**config.mk**
```make
export PLATFORM = sky130hd
export DESIGN_NAME = dup_xbar
export DESIGN_NICKNAME = d
export VERILOG_FILES = /design/src/rtl/dup_xbar.sv
export SDC_FILE = /design/constraint.sdc
export NUM_CORES = 1
export LEC_CHECK = 0
export CORE_MARGIN = 4
export CORE_UTILIZATION = 50
export CTS_CLUSTER_DIAMETER = 30
export DETAILED_ROUTE_END_ITERATION = 16
export DONT_BUFFER_PORTS = 1
export SYNTH_ARGS = -nofsm -noshare
export SYNTH_HDL_FRONTEND = slang
export SYNTH_SLANG_ARGS = --single-unit
```
**constraint.sdc**
```tcl
create_clock -name clk -period 2.6 [get_ports clk]
set_clock_uncertainty 0.2 [all_clocks]
set_input_delay 0.39 -clock clk [delete_from_list [all_inputs] [get_ports clk]]
set_output_delay 0.39 -clock clk [all_outputs]
set_load 0.02 [all_outputs]
```
**src/rtl/dup_xbar.sv**
```systemverilog
module dup_xbar #(
  parameter int NUM_IN  = 4,
  parameter int NUM_OUT = 8,
  parameter int DW      = 8,
  parameter int JW      = 4,
  parameter int KW      = 2,
  parameter int IW      = $clog2(NUM_OUT + 1)
) (
  input  logic                    clk,
  input  logic                    rst_n,
  input  logic [NUM_IN-1:0]       in_load,
  input  logic [NUM_IN*IW-1:0]    in_i,
  input  logic [NUM_IN*JW-1:0]    in_j,
  input  logic [NUM_IN*KW-1:0]    in_k,
  input  logic [NUM_IN*DW-1:0]    in_data,
  input  logic [NUM_OUT-1:0]      toggle,
  output logic [NUM_OUT*DW-1:0]   out_data,
  output logic [NUM_OUT*JW-1:0]   out_j,
  output logic [NUM_OUT*KW-1:0]   out_k,
  output logic [NUM_OUT-1:0]      out_present,
  output logic [NUM_OUT-1:0]      out_dup
);
  localparam int PW = (NUM_IN > 1) ? $clog2(NUM_IN) : 1;

  logic [NUM_OUT-1:0] port_hot [NUM_IN];
  logic [JW-1:0]      port_j   [NUM_IN];
  logic [KW-1:0]      port_k   [NUM_IN];

  function automatic logic [NUM_OUT-1:0] decode_idx(input logic [IW-1:0] idx);
    logic [NUM_OUT-1:0] v;
    v = '0;
    for (int n = 0; n < NUM_OUT; n++)
      if (int'(idx) == n + 1) v[n] = 1'b1;
    return v;
  endfunction

  function automatic logic [PW-1:0] first_set(input logic [NUM_IN-1:0] vec);
    logic [PW-1:0] r;
    r = '0;
    for (int p = NUM_IN - 1; p >= 0; p--)
      if (vec[p]) r = PW'(p);
    return r;
  endfunction

  for (genvar p = 0; p < NUM_IN; p++) begin : g_port
    always_ff @(posedge clk or negedge rst_n) begin
      if (!rst_n) begin
        port_hot[p] <= '0;
        port_j[p]   <= '0;
        port_k[p]   <= '0;
      end else if (in_load[p]) begin
        port_hot[p] <= decode_idx(in_i[p*IW +: IW]);
        port_j[p]   <= in_j[p*JW +: JW];
        port_k[p]   <= in_k[p*KW +: KW];
      end
    end
  end

  for (genvar n = 0; n < NUM_OUT; n++) begin : g_lane
    logic [NUM_IN-1:0] sel, sel_rev;
    logic [PW-1:0]     pick_lo, pick_hi_rev, pick_hi, pick;

    for (genvar p = 0; p < NUM_IN; p++) begin : g_sel
      assign sel[p]                = port_hot[p][n];
      assign sel_rev[NUM_IN-1-p]   = port_hot[p][n];
    end

    assign pick_lo     = first_set(sel);
    assign pick_hi_rev = first_set(sel_rev);
    assign pick_hi     = PW'(NUM_IN - 1) - pick_hi_rev;
    assign pick        = toggle[n] ? pick_hi : pick_lo;

    assign out_present[n] = |sel;
    assign out_dup[n]     = $countones(sel) > 1;

    assign out_data[n*DW +: DW] = out_present[n] ? in_data[int'(pick)*DW +: DW] : '0;
    assign out_j[n*JW +: JW]    = out_present[n] ? port_j[pick] : '0;
    assign out_k[n*KW +: KW]    = out_present[n] ? port_k[pick] : '0;
  end
endmodule

```
; Yosys cells after proc, flatten, opt, wreduce, memory -nomap -nowiden
; Cells that the tools add are included.
; Widths: inputs -> output; s select.
[classes]
add_sub_neg = 32
order_cmp = 16
eq_ne = 32
shifts = 8
mux = 176
n_bitwise = 8
reduce_logical = 8
[ops]
columns = op, count
row1 = $shiftx 32x6->8, 8
row2 = $mux 2, 96
row3 = $mux 4, 24
row4 = $eq 4x4->1 const B, 20
row5 = $bmux 4 s2, 8
row6 = $mux 8, 8
row7 = $add 1x1->2, 16
row8 = $bmux 2 s2, 8
row9 = $eq 4x3->1 const B, 8
row10 = $mux 1, 32
row11 = $reduce_or 4->1, 8
row12 = $add 2x2->3, 8
row13 = $ge 3x3->1 const B, 8
row14 = $gt 3x1->1 const B, 8
row15 = $not 2->3, 8
row16 = $eq 4x2->1 const B, 4
row17 = $sub 2x2->2 const A, 8
[word_totals]
regBits = 56
elab_cells = 292

; Logic depth before layout (Yosys ltp)
[logic_depth]
ltp_word = 11
ltp_mapped = 8

; Least setup slack after synthesis
; OpenSTA, ideal clock, no wires.
[synth_path]
kind = reg2out
start = reg port_hot, in the netlist g_lane[2].sel[1]
end = out out_data[17]
t_arrival_ns = 1.691
required_time_ns = 2.010
slack_ns = 0.319
path_stages_with_launch = 8
cell_sequence = dfrtp_1 > inv_1 > ha_1 > nor2_1 > o21a_1 > a211o_1 > buf_2 > o22ai_1
[synth_via]
elab_chain_cells = 7
word_cells_on_any_way = 10
classes_between = add/sub: 1 / shift: 1 / mux: 7 / reduce/logical: 1
[synth_rtl]
columns = element, line_no
row1 = "start, declared", 25  ; logic [NUM_OUT-1:0] port_hot [NUM_IN];
row2 = "start signal, assigned by index", 52  ; port_hot[p] <= decode_idx(in_i[p*IW +: IW]);
row3 = $mux 2 (3 in a row), 41  ; if (vec[p]) r = PW'(p);
row4 = $sub 2x2->2, 70  ; assign pick_hi = PW'(NUM_IN - 1) - pick_hi_rev;
row5 = $mux 2, 71  ; assign pick = toggle[n] ? pick_hi : pick_lo;
row6 = $shiftx 32x6->8, 76  ; assign out_data[n*DW +: DW] = out_present[n] ? in_data[int'(pick)*DW +: DW] : '0;
row7 = $mux 8 (*), 76
row8 = "end, declared", 17  ; output logic [NUM_OUT*DW-1:0] out_data,
; Mark *: on every way between the ends. The rest lies on a longest branch, timed or not.

; Final worst setup path
[layout_path]
start = reg port_hot, in the netlist g_lane[3].sel[1]
end = out out_j[14]
[layout_via]
elab_chain_cells = 10
word_cells_on_any_way = 13
classes_between = add/sub: 1 / mux: 10 / bitwise: 1 / reduce/logical: 1
[layout_rtl]
columns = element, line_no
row1 = $mux 2 (3 in a row), 41
row2 = $sub 2x2->2, 70
row3 = $mux 2, 71
row4 = $not 2->3 (not written as such), 77  ; assign out_j[n*JW +: JW] = out_present[n] ? port_j[pick] : '0;
row5 = $bmux 4 s2, 77
row6 = $mux 4 (not written as such) (2 in a row), 77
row7 = $mux 4 (*), 77
row8 = "end, declared", 18  ; output logic [NUM_OUT*JW-1:0] out_j,
; Mark *: on every way between the ends. The rest lies on a longest branch, timed or not. The select of a mux whose other input is x is not followed.

==> run_results.csv <==
group,metric,value,unit
power_and_ir_drop,peakVddDrop,657,uV
critical_path,critical_path_required,2.01,ns
hold_path,hp-start,"in_load[1]",
yosys,synth_enable_flop_cells,0,
timing,hold_slack,0.00106,ns
timing,hold_viol,0,
critical_path,arrival,2.48,ns
cts,clk_latency,0.30,ns
yosys,syn_nets,886,
critical_path,startpoint_type,"register",
finish,drive_gt1_frac,0.681,
cts,path_clk_slew,0.08,ns
critical_path,rr_worst_depth,1,
detailed_routing,ant_nets,0,
detailed_routing,drc,0,
detailed_routing,drt_first_pass_iters,5,
critical_path,critical_path.startpoint,"g_lane[3].sel[1]",
job,maxCapViolCount,0,
critical_path,crit_slowest_cell,"mux2i_2",
placement,io_buffers,0,
detailed_routing,drt-total-wl,42500,um
finish,fin_cells,1117,
critical_path,crit_fanout,6,
floorplanning,std_cell_rows,44,
finish,postLayoutCellArea,12600,um2
critical_path,critPathCaptureType,"primary output",
yosys,netlist_instances,768,
yosys,syn_area,7370,um2
power_and_ir_drop,power_density,466,nW/um2
cts,cts_buffers,5,
global_routing,grt_max_degree,57,
placement,pre_cts_ws,0.0539,ns
hold_path,hold_depth,1,
run_status,violations,"setup timing",
hold_path,hp-class,"primary input to register",
critical_path,timing.reg2reg.setup_slack,1.18,ns
timing,worst_slew_pin_slew,0.825,ns
timing,max_freq,0.326,GHz
critical_path,crit_chain,"inv_2 -> ha_4 -> nand2_2 -> a2bb2oi_4 -> buf_12 -> buf_16 -> mux2i_2 -> o22ai_2 -> buf_4",
global_routing,first_global_vias,7570,
critical_path,cp_top_family,"buffers and inverters",
floorplanning,die_area,16700,um2
global_routing,antenna_found_initial,1,
cts,clk_path_buf_depth,2,
timing,period_needed,3.07,ns
timing,setup_viol,112,
finish,fin_nets,1048,
hold_path,whs_endpoint,"g_lane[6].sel[1]",
detailed_routing,num_vias,8682,
critical_path,slowest_delay,0.54,ns
timing,fin_crit_sh,1.18,
finish,final_common_cell,"buf_6",
critical_path,cp_num_buf_inv,4,
floorplanning,die_x,129,um
floorplanning,die_h,129,um
yosys,ys_seq_area_frac,0.190,
detailed_routing,drt-wirelength-per-cell,38.0,um
placement,hpwlAfterDp,18800,um
finish,fill_cells,505,
yosys,synth-seq-cells,56,
cts,cts_tree,"built",
timing,worst_slack,-0.467,ns
floorplanning,start_util,0.509,
yosys,dominantRegCellSynth,"dfrtp_1",
global_routing,gr-usage-all-layers,0.357,
finish,area_growth,71.6,%
placement,dp.cells,984,
detailed_routing,dr.first_iter.drc_count,1123,
finish,layout_common_cells,"121 x buf_6, 85 x buf_4, 79 x mux2i_4",
cts,htreeDepth,2,
floorplanning,pin_count,214,
timing,slew_headroom,0.450,
timing,rsz0062_at_grt,"true",
yosys,avgSynthCellArea,9.60,um2
floorplanning,core_area,14500,um2
global_routing,grt_pass1_wl,45600,um
yosys,ys_types,40,
yosys,async_reset_ff_frac,1.00,
placement,routabilityCongestion,0.944,
global_routing,grt_overflow,0,
detailed_routing,avgViaCountPerCell,7.77,
cts,clock_sinks,56,
run_status,outcome,"finished, violations left",
critical_path,critPathKind,"register to primary output",
yosys,yosys_warnings,0,
timing,setup_tns,-16.95,ns
power_and_ir_drop,p_leak,4.69,nW
critical_path,r2r_start,"port_k[0]",
critical_path,timing.rr.end,"port_k[0]",
cts,clockRootBuffer,"clkbuf_16",
placement,placed_cell_area,8150,um2
timing,maxSlewViolCount,0,
[routing by layer]
metal	wire length, um	up-vias	track usage
met3	5930	386	0.0866
li1	-	3177	-
met5	0	-	0
met1	13600	4153	0.435
met2	18700	966	0.586
met4	4340	0	0.184
[repair_timing]
item,4_1_cts,5_1_grt
cloned,19,8
hold endpoints to repair,85,0
pin swaps,46,71
hold buffers,6,0
setup endpoints to repair,111,112
gates resized for setup,236,380
setup buffers,69,32
[area by class of cell]
type	count	area, um2	share of cell area
tap	184	230	0.0182
timing repair buffer	253	3010	0.238
antenna	2	5.00	0.000396
clock inverter	1	30.0	0.00237
inverter	32	120	0.00950
clock buffer	7	153	0.0121
multi-input combinational	582	7690	0.608
sequential	56	1400	0.111
[cell families (layout without fill, tap and decap cells)]
| kind of cell | Yosys count | count (layout) | synth area share |
|---|---|---|---|
| flip-flops | 56 | 56 | 0.190 |
| buffers and inverters | 136 | 293 | 0.117 |
| multiplexers | 248 | 248 | 0.341 |
| AO/OA/AOI/OAI | 184 | 187 | 0.208 |
| other | 0 | 2 | 0 |
| adder cells (fa/ha/maj) | 32 | 32 | 0.0625 |
| AND/OR/NAND/NOR | 112 | 115 | 0.0822 |
[cell usage after synthesis, types with 7 or more instances]
library cell  number  share of area
mux2i_1          224           0.30
buf_6             21          0.032
nor2b_1           12          0.010
buf_2             41          0.028
nor3b_1            7         0.0071
o21ai_0           40          0.027
nand2_1           21          0.011
o22ai_2           57          0.097
o22ai_1           55          0.047
inv_1             32          0.016
dfrtp_1           56           0.19
nand3_1           20          0.014
nor2_1            27          0.014
fa_1               8          0.022
mux2_2            24          0.037
nand4_1            8         0.0068
clkbuf_1          20          0.010
ha_1              24          0.041
nand2b_1           7         0.0059
[registers in the layout, summed over array words and instances, names as in the netlist]
signal,count
port_j,16
port_k,8
g_lane.sel,32
[worst max path at each step]
stage | to | cells after the start
2_1_floorplan | out_data[17] | 7
3_3_place_gp | out_j[11] | 7
3_5_place_dp | out_j[11] | 7
4_1_cts | out_data[15] | 8
5_1_grt | out_j[14] | 9
6_report | out_j[14] | 9
[stage by stage]
| step | util | power [mW] |
|---|---|---|
| 2_1_floorplan | - | 2.62 |
| 3_3_place_gp | 0.563 | 3.06 |
| 3_5_place_dp | 0.563 | 3.10 |
| 4_1_cts | 0.718 | 4.70 |
| 5_1_grt | 0.873 | 5.95 |
| 6_report | 0.874 | 5.89 |
[power breakdown]
| group | switching, mW | internal, mW | leakage (nW) |
|---|---|---|---|
| clock | 0.353 | 0.509 | 0.0901 |
| sequential | 0.243 | 0.922 | 0.717 |
| combinational | 1.94 | 1.93 | 3.88 |
No activity file was read; power rests on OpenSTA's default activity.
